File: config.mk
export PLATFORM = sky130hd
export DESIGN_NAME = kara_mul
export DESIGN_NICKNAME = d
export VERILOG_FILES = /design/src/rtl/kara_node.sv /design/src/rtl/kara_mul.sv
export SDC_FILE = /design/constraint.sdc
export NUM_CORES = 2
export LEC_CHECK = 0
export ABC_AREA = 1
export BUFFER_PORTS_ARGS = -buffer_cell sky130_fd_sc_hd__buf_2
export CAP_MARGIN = 5
export CORE_UTILIZATION = 40
export CTS_BUF_LIST = sky130_fd_sc_hd__clkbuf_4
export CTS_CLUSTER_SIZE = 14
export DETAILED_ROUTE_END_ITERATION = 12
export MAX_ROUTING_LAYER = met4
export PLACE_DENSITY = 0.6
export SYNTH_ARGS = -nofsm -noshare
export SYNTH_HDL_FRONTEND = slang
export SYNTH_HIERARCHICAL = 1
export SYNTH_SLANG_ARGS = --single-unit
File: constraint.sdc
create_clock -name clk -period 6.6 [get_ports clk]
set_input_delay 0.33 -clock clk [delete_from_list [all_inputs] [get_ports clk]]
set_output_delay 0.33 -clock clk [all_outputs]
set_load 0.02 [all_outputs]
File: src/rtl/kara_node.sv
module kara_node #(
  parameter int W    = 24,
  parameter int LVL  = 3,
  parameter bit PIPE = 1'b1
) (
  input  logic           clk,
  input  logic           rst_n,
  input  logic [W-1:0]   x,
  input  logic [W-1:0]   y,
  output logic [2*W-1:0] p
);
  localparam int H  = W / 2;
  localparam int HW = W - H;
  localparam int MW = HW + 1;
  localparam int PW = 2 * W;

  generate
    if (LVL == 0) begin : g_leaf
      assign p = PW'(x) * PW'(y);

      a_r1_leaf_zero: assert property (@(posedge clk) disable iff (!rst_n)
        (x == '0 || y == '0) |-> (p == '0));
    end else begin : g_split
      logic [MW-1:0]   xs, ys;
      logic [2*H-1:0]  pl;
      logic [2*HW-1:0] ph;
      logic [2*MW-1:0] pm;
      logic [PW-1:0]   mid, sum;

      assign xs = MW'(x[H-1:0]) + MW'(x[W-1:H]);
      assign ys = MW'(y[H-1:0]) + MW'(y[W-1:H]);

      kara_node #(.W(H),  .LVL(LVL-1), .PIPE(PIPE)) u_lo (
        .clk(clk), .rst_n(rst_n), .x(x[H-1:0]), .y(y[H-1:0]), .p(pl));
      kara_node #(.W(HW), .LVL(LVL-1), .PIPE(PIPE)) u_hi (
        .clk(clk), .rst_n(rst_n), .x(x[W-1:H]), .y(y[W-1:H]), .p(ph));
      kara_node #(.W(MW), .LVL(LVL-1), .PIPE(PIPE)) u_md (
        .clk(clk), .rst_n(rst_n), .x(xs), .y(ys), .p(pm));

      assign mid = PW'(pm) - PW'(pl) - PW'(ph);
      assign sum = (PW'(ph) << (2*H)) + (mid << H) + PW'(pl);

      a_r4_mid_nonneg: assert property (@(posedge clk) disable iff (!rst_n)
        ((PW+2)'(pm) >= (PW+2)'(pl) + (PW+2)'(ph)));

      if (PIPE) begin : g_reg
        logic [PW-1:0] p_q;
        always_ff @(posedge clk or negedge rst_n)
          if (!rst_n) p_q <= '0;
          else        p_q <= sum;
        assign p = p_q;
      end else begin : g_comb
        assign p = sum;
      end
    end
  endgenerate
endmodule

File: src/rtl/kara_mul.sv
module kara_mul #(
  parameter bit WIDE = 1'b0,
  parameter bit PIPE = 1'b1,
  parameter int LVLS = 3
) (
  input  logic                            clk,
  input  logic                            rst_n,
  input  logic                            valid_i,
  input  logic [(WIDE ? 53 : 24)-1:0]     a_i,
  input  logic [(WIDE ? 53 : 24)-1:0]     b_i,
  output logic                            valid_o,
  output logic [2*(WIDE ? 53 : 24)-1:0]   p_o
);
  localparam int IW  = WIDE ? 53 : 24;
  localparam int PW  = WIDE ? 56 : 24;
  localparam int LAT = PIPE ? LVLS : 0;

  logic [2*PW-1:0] pp;
  logic [2:0]      warm;

  kara_node #(.W(PW), .LVL(LVLS), .PIPE(PIPE)) u_root (
    .clk(clk), .rst_n(rst_n), .x(PW'(a_i)), .y(PW'(b_i)), .p(pp));

  assign p_o = pp[2*IW-1:0];

  always_ff @(posedge clk or negedge rst_n)
    if (!rst_n)                warm <= '0;
    else if (32'(warm) < LAT)  warm <= warm + 3'd1;

  generate
    if (LAT == 0) begin : g_nv
      assign valid_o = valid_i;

      a_r1_comb_product: assert property (@(posedge clk) disable iff (!rst_n)
        p_o == ((2*IW)'(a_i) * (2*IW)'(b_i)));
    end else begin : g_vd
      logic [LAT-1:0] vs;
      always_ff @(posedge clk or negedge rst_n)
        if (!rst_n) vs <= '0;
        else        vs <= (vs << 1) | LAT'(valid_i);
      assign valid_o = vs[LAT-1];

      a_r3_product_latency: assert property (@(posedge clk) disable iff (!rst_n)
        (32'(warm) >= LAT) |-> (p_o == $past((2*IW)'(a_i) * (2*IW)'(b_i), LAT)));
      a_r6_valid_follow: assert property (@(posedge clk) disable iff (!rst_n)
        (32'(warm) >= LAT) |-> (valid_o == $past(valid_i, LAT)));
      a_r2_quiet_warmup: assert property (@(posedge clk) disable iff (!rst_n)
        (32'(warm) < LAT) |-> (!valid_o && p_o == '0));
    end

    if (PW > IW) begin : g_pad
      a_r5_pad_zero: assert property (@(posedge clk) disable iff (!rst_n)
        pp[2*PW-1:2*IW] == '0);
    end
  endgenerate
endmodule

# --- After elaboration in Yosys (flattened, before gate mapping) ---
# Cells that the tools add are included.
totals:
  regBits: 243
  out_inout_bits: 49
classes:
  n_addsub: 78
  multipliers: 27
  bitwise: 1
ops:
  columns: ["operator", "n"]
  rows:
  - ["$mul 4x4->8", 10]
  - ["$mul 3x3->6", 13]
  - ["$add 12x12->12", 5]
  - ["$add 12x6->12", 5]
  - ["$add 24x12->24", 2]
  - ["$add 24x24->24", 2]
  - ["$add 48x24->48", 1]
  - ["$add 48x48->48", 1]
  - ["$sub 8x6->9", 5]
  - ["$sub 9x6->9", 5]
  - ["$add 14x14->14", 3]
  - ["$add 14x6->14", 3]
  - ["$add 3x3->4", 10]
  - ["$mul 5x5->10", 4]
  - ["$sub 36x24->36", 1]
  - ["$sub 10x6->11", 3]
  - ["$sub 11x8->11", 3]
  - ["$sub 15x13->16", 2]
  - ["$add 3x4->5", 6]
  - ["$sub 14x12->15", 2]
  - ["$add 6x6->7", 4]
  - ["$sub 26x24->27", 1]
  - ["$add 12x12->13", 2]
  - ["$add 26x12->26", 1]
  - ["other kinds (10)", 12]

# --- Depth between registers and ports, before layout ---
depth:
  depth_word: 8
  depth_mapped: 54
  ltp_nobuf: 54

# --- Cells and area by module ---
# Netlist, hierarchy kept.
modules_own_cells:
  columns: ["module", "instances", "cells_each", "area_per_inst_um2", "seq_area_each_um2"]
  rows:
  - ["kara_node (u_root)", 1, 1057, 7206.9, 1201.2]
  - ["kara_node (u_root.g_split.u_hi.g_split.u_hi ...)", 3, 168, 1375.1, 300.3]
  - ["kara_node (u_root.g_split.u_lo.g_split.u_md ...)", 2, 241, 1810.5, 350.3]
  - ["kara_node (u_root.g_split.u_md)", 1, 483, 3543.4, 650.6]
  - ["kara_node (u_root.g_split.u_lo.g_split.u_hi.g_split.u_md ...)", 7, 70, 467.9, 0.0]
  - ["kara_node (u_root.g_split.u_lo)", 1, 426, 3158.0, 600.6]
  - ["kara_node (u_root.g_split.u_hi)", 1, 423, 3153.0, 600.6]
  - ["kara_node (u_root.g_split.u_lo.g_split.u_lo ...)", 2, 169, 1380.1, 300.3]
  - ["kara_node (u_root.g_split.u_hi.g_split.u_hi.g_split.u_hi ...)", 13, 34, 211.5, 0.0]
  - ["kara_node (u_root.g_split.u_lo.g_split.u_md.g_split.u_md ...)", 3, 131, 864.6, 0.0]
  - ["kara_node (u_root.g_split.u_md.g_split.u_md)", 1, 279, 2097.0, 400.4]
  - ["kara_node (u_root.g_split.u_hi.g_split.u_md)", 1, 241, 1794.2, 350.3]
  - ["kara_node (u_root.g_split.u_hi.g_split.u_hi.g_split.u_md ...)", 3, 70, 462.9, 0.0]
  - ["kara_node (u_root.g_split.u_hi.g_split.u_md.g_split.u_md)", 1, 131, 847.1, 0.0]
  - ["kara_mul", 1, 3, 75.1, 75.1]

# --- Worst setup path after synthesis ---
# OpenSTA, ideal clock, no wires.
synth_path:
  path_type: "input port to flip-flop"
  startpoint: "in b_i[0] (netlist name)"
  endpoint: "reg u_root.g_split.u_md.g_split.u_md.g_split.g_reg.p_q[14], in the netlist u_root/g_split.u_md/g_split.u_md/p[14]"
  setup_time_ns: 0.123
  arrival_ns: 9.061
  required_ns: 6.477
  path_slack_ns: -2.584
  cell_stages: 48
  path_buffers: 0
  path_cell_list: "ha_1 > inv_1 > fa_1 > nand3b_1 > and2_1 > inv_1 > a21oi_1 > nor2_1 > nor2_1 > xnor2_1 > ha_1 > inv_1 > fa_1 > o21ai_0 > a21oi_1 > o21ai_0 > xor2_1 > ha_1 > (+12 left out) > ha_1 > nand2_1 > nand2_2 > a31oi_1 > xnor2_1 > ha_1 > nand2_1 > inv_1 > a21oi_1 > a21oi_2 > nor2_4 > xnor2_1 > ha_1 > nand2_1 > inv_1 > a221oi_1 > nand3_1 > xor2_1"
synth_via:
  elab_chain_len: 8
  word_cells_on_any_way: 10
  cone_classes: "7 x add/sub; 3 x mul"
synth_rtl:
  columns: ["element", "line", "text"]
  rows:
  - ["start: declaration", "kara_mul.sv:10", "input logic [(WIDE ? 53 : 24)-1:0] b_i,"]
  - ["$add 12x12->13", "kara_node.sv:31", "assign ys = MW'(y[H-1:0]) + MW'(y[W-1:H]);"]
  - ["net u_root.g_split.ys[6]", "kara_node.sv:24", "logic [MW-1:0] xs, ys;"]
  - ["$add 6x7->8", "kara_node.sv:31", null]
  - ["net u_root.g_split.u_md.g_split.ys[6]", "kara_node.sv:24", null]
  - ["$add 4x4->5", "kara_node.sv:31", null]
  - ["net u_root.g_split.u_md.g_split.u_md.g_split.ys[3]", "kara_node.sv:24", null]
  - ["$mul 5x5->10", "kara_node.sv:19", "assign p = PW'(x) * PW'(y);"]
  - ["net u_root.g_split.u_md.g_split.u_md.g_split.pm[5]", "kara_node.sv:27", "logic [2*MW-1:0] pm;"]
  - ["$sub 10x8->11", "kara_node.sv:40", "assign mid = PW'(pm) - PW'(pl) - PW'(ph);"]
  - ["$sub 12x8->12", "kara_node.sv:40", null]
  - ["$add 16x16->16", "kara_node.sv:41", "assign sum = (PW'(ph) << (2*H)) + (mid << H) + PW'(pl);"]
  - ["$add 16x8->16", "kara_node.sv:41", null]
  - ["net u_root.g_split.u_md.g_split.u_md.g_split.sum[14]", "kara_node.sv:28", "logic [PW-1:0] mid, sum;"]
  - ["end signal: assignment", "kara_node.sv:50", "else p_q <= sum;"]
  - ["end: declaration", "kara_node.sv:47", "logic [PW-1:0] p_q;"]
# The timed path passes the listed nets, and every way through them passes these cells.

# --- Worst setup path after layout ---
# Same ends and word-level chain as after synthesis.

==> key figures <==
Die
  • Die height: 328 microns
  • Width of the die: 328 microns
  • Io pins: 100
  • Core ar.: 0.105 sq mm
  • FP Rows: 119
  • Initial core utilization: 0.403
  • Die area: 0.107 sq mm

Detailed routing
  • Drt pass-1 iters: 5
  • Via count: 38592
  • # DRC: 0
  • Via density: 4.80
  • DRT antenna net count: 0
  • DRC marker count from the first detailed-route iteration: 2075
  • Routed WL: 117000 microns
  • Wirelength per Cell: 14.5 microns

Clock tree
  • Worst-Skew Late Latency: 0.78 ns
  • CTS clk-pin slew, worst paths: 0.07 ns
  • Number of buffers created by CTS: 60
  • CTS tree: built
  • # clock sinks: 243
  • Root Driver: clkbuf_4
  • H-tree Lvls: 2
  • Max Root-Sink Buffers: 3

Layout
  • Post-Layout Cell Count: 8046
  • Final net count: 7628
  • Layout Area Growth over Synthesis: 21.4%
  • Multi-input gate area: 0.0333 sq mm
  • Fill cell count: 10569
  • Share of layout cells above drive strength 1: 0.194
  • Sequential Area: 0.00608 sq mm

Timing
  • FMAX: 127 MHz
  • Setup ws final: -1.29 ns
  • Tcrit/Tclk final: 1.20
  • Minimum clock period: 7.89 ns
  • Setup Skew: 0.0622 ns
  • Hold Worst Slack: 0.0650 ns
  • RSZ-0062 raised after global routing: yes
  • Final setup fails: 11
  • Slew Viols, Final: 0
  • Fin Setup TNS: -7.60 ns
  • Hold Violations, Final: 0
  • Slew @ Worst Pin: 0.845 ns
  • Slew headroom: 0.436

Setup path
  • Critical path's largest stage delay: 0.54 ns
  • Crit start category: input pin
  • CP max FO: 4
  • Slowest-stage cell, CP: fa_1
  • Crit path DAT: 8.58 ns
  • Worst setup startpoint: b_i[0]
  • FF-to-FF path depth: 29
  • CP endpoint: u_root/g_split.u_md/g_split.u_md/p[14]
  • Worst r2r src: u_root/g_split.u_md/p[0]
  • WS Path Type: input pin to flip-flop
  • R2R setup slack: 0.72 ns
  • FF-to-FF End: u_root/p[47]
  • Most frequent CP cell: nand2_2
  • Crit end category: flip-flop
  • Req. time, crit path: 7.29 ns

Run
  • Max cap viols: 0

Synthesis
  • Synth Register Bits: 243
  • Ys Warns: 6
  • Post-Synthesis Cells: 5902
  • Mapped Area: 0.0424 sq mm
  • Seq/Total Area, Yosys: 0.143
  • Syn_area_per_cell: 7.18 sq um
  • Unique masters post-synth: 55
  • Post-Syn Nets: 6926

GRT
  • Vias in the first global route: 37936
  • Grt total ovfl: 0
  • Gr usage total: 0.225
  • Initial antenna violation count: 8
  • Largest net degree at the start of global routing: 154
  • First-pass GRT wire length: 190000 microns

Status
  • Failing checks: negative setup slack
  • Status: finished, violations left

Worst hold path
  • Hold/Removal Path Class: input pin to flip-flop

Placed design
  • Count of input and output buffers: 99
  • Detailed placement HPWL: 102000 microns
  • Placed Cells: 7871
  • Placer Congestion: 0.956
==> state kept, by name, indices dropped and copies added, names as in the netlist <==
name	flops
u_root/g_split.u_lo/g_split.u_lo/p	12
u_root/g_split.u_md/g_split.u_hi/p	14
u_root/g_split.u_lo/g_split.u_hi/p	12
g_vd.vs	3
u_root/g_split.u_md/p	26
u_root/g_split.u_hi/g_split.u_md/p	14
u_root/g_split.u_hi/p	24
u_root/g_split.u_md/g_split.u_md/p	16
u_root/g_split.u_md/g_split.u_lo/p	12
u_root/g_split.u_lo/p	24
u_root/g_split.u_hi/g_split.u_lo/p	12
u_root/g_split.u_lo/g_split.u_md/p	14
u_root/g_split.u_hi/g_split.u_hi/p	12
u_root/p	48
==> metal layers <==
metal | vias up | GRT usage | routed length [microns]
li1 | 20024 | - | -
met1 | 17765 | 0.314 | 58400
met2 | 662 | 0.358 | 52000
met3 | 141 | 0.0133 | 4410
met4 | 0 | 0.0426 | 2210
met5 | - | - | 0
==> critical path, delay by kind of cell <==
kind / cells / cell delay [ns]
AO/OA/AOI/OAI: 6 / 0.60
XOR/XNOR: 7 / 1.11
adder cells (fa/ha/maj): 12 / 4.17
buffers and inverters: 9 / 0.78
AND/OR/NAND/NOR: 16 / 1.51
==> layout make-up <==
cell class                 instances  share of cell area
timing repair buffer             640              0.0925
sequential                       243               0.118
inverter                        1291              0.0943
antenna                            4            0.000195
clock buffer                      77              0.0112
multi-input combinational       4368               0.646
tap                             1391              0.0338
clock inverter                    32             0.00360
==> synthesized netlist by cell type, drive strengths merged <==
library cell     n  area share
a21o            34      0.0061
ha             774        0.23
xnor2          161       0.033
fa             199       0.094
nor3            19      0.0030
nand3b          13      0.0032
o211a            1     0.00024
a31o             3     0.00062
o21ai          138       0.018
o311ai           2     0.00083
dfrtp          243        0.14
a21boi           6      0.0012
clkinv           2     0.00021
nor4            10      0.0018
o211ai           5      0.0011
xor2           264       0.055
a31oi           43      0.0063
nand2         1572        0.15
nor3b            1     0.00030
o21a            12      0.0021
a221oi           1     0.00021
nor2           288       0.029
nand3          316       0.042
nand4           54      0.0090
a211oi           6      0.0011
o21bai          25      0.0044
o2111ai          5      0.0010
inv           1289        0.11
or2             15      0.0027
o221ai           6      0.0012
o31ai            5     0.00089
and2             1     0.00015
a21oi          389       0.049
==> kinds of logic after synthesis <==
group / share of synthesized area
XOR/XNOR: 0.0878
buffers and inverters: 0.114
adder cells (fa/ha/maj): 0.322
AO/OA/AOI/OAI: 0.0944
AND/OR/NAND/NOR: 0.237
flip-flops: 0.143
==> worst min path at each step <==
| stage | startpoint | end | slack [ns] | cells past startpoint |
|---|---|---|---|---|
| 4_1_cts | a_i[12] | u_root/g_split.u_hi/g_split.u_lo/p[0] | 0.008 | 4 |
| 3_3_place_gp | g_vd.vs[1] | g_vd.vs[2] | 0.34 | 0 |
| 2_1_floorplan | rst_n | g_vd.vs[0] | 0.03 | 0 |
| 3_5_place_dp | g_vd.vs[1] | g_vd.vs[2] | 0.34 | 0 |
| 6_report | a_i[12] | u_root/g_split.u_hi/g_split.u_lo/p[0] | 0.06 | 4 |
| 5_1_grt | a_i[12] | u_root/g_split.u_hi/g_split.u_lo/p[0] | 0.02 | 4 |
==> metrics by stage <==
stage / worst slack [ns] / instance area [sq um] / utilization
floorplan: -1.97 / 43000 / -
global placement: -2.19 / 48900 / 0.465
detailed placement: -2.28 / 48900 / 0.465
CTS: -1.25 / 50200 / 0.478
global route: -1.69 / 51500 / 0.489
finish: -1.29 / 51500 / 0.489
==> placed cells by master (no fill, tap or decap), types with 43 or more instances in the layout <==
cell      instances
ha_4             48
dfrtp_1         243
nand4_1          50
buf_4           506
nand3_2          45
nand3_1         268
nand2_1        1425
nor2_1          231
clkbuf_4         77
inv_1          1247
nor2_2           43
a21oi_2          55
nand2_2         127
xor2_1          240
o21ai_0          78
xnor2_1         137
a21oi_1         320
buf_2            94
ha_1            719
fa_1            186
==> timing repair <==
item	4_1_cts	5_1_grt
hold endpoints to repair	93	0
gates resized for setup	70	218
buffers inserted	37	39
hold buffers	4	0
pin swaps	92	148
endpoints found under the setup margin	15	27
Power is left out: the tool's default activity adds up to more than one toggle a clock period on the data nets, which glitch-free logic cannot reach.
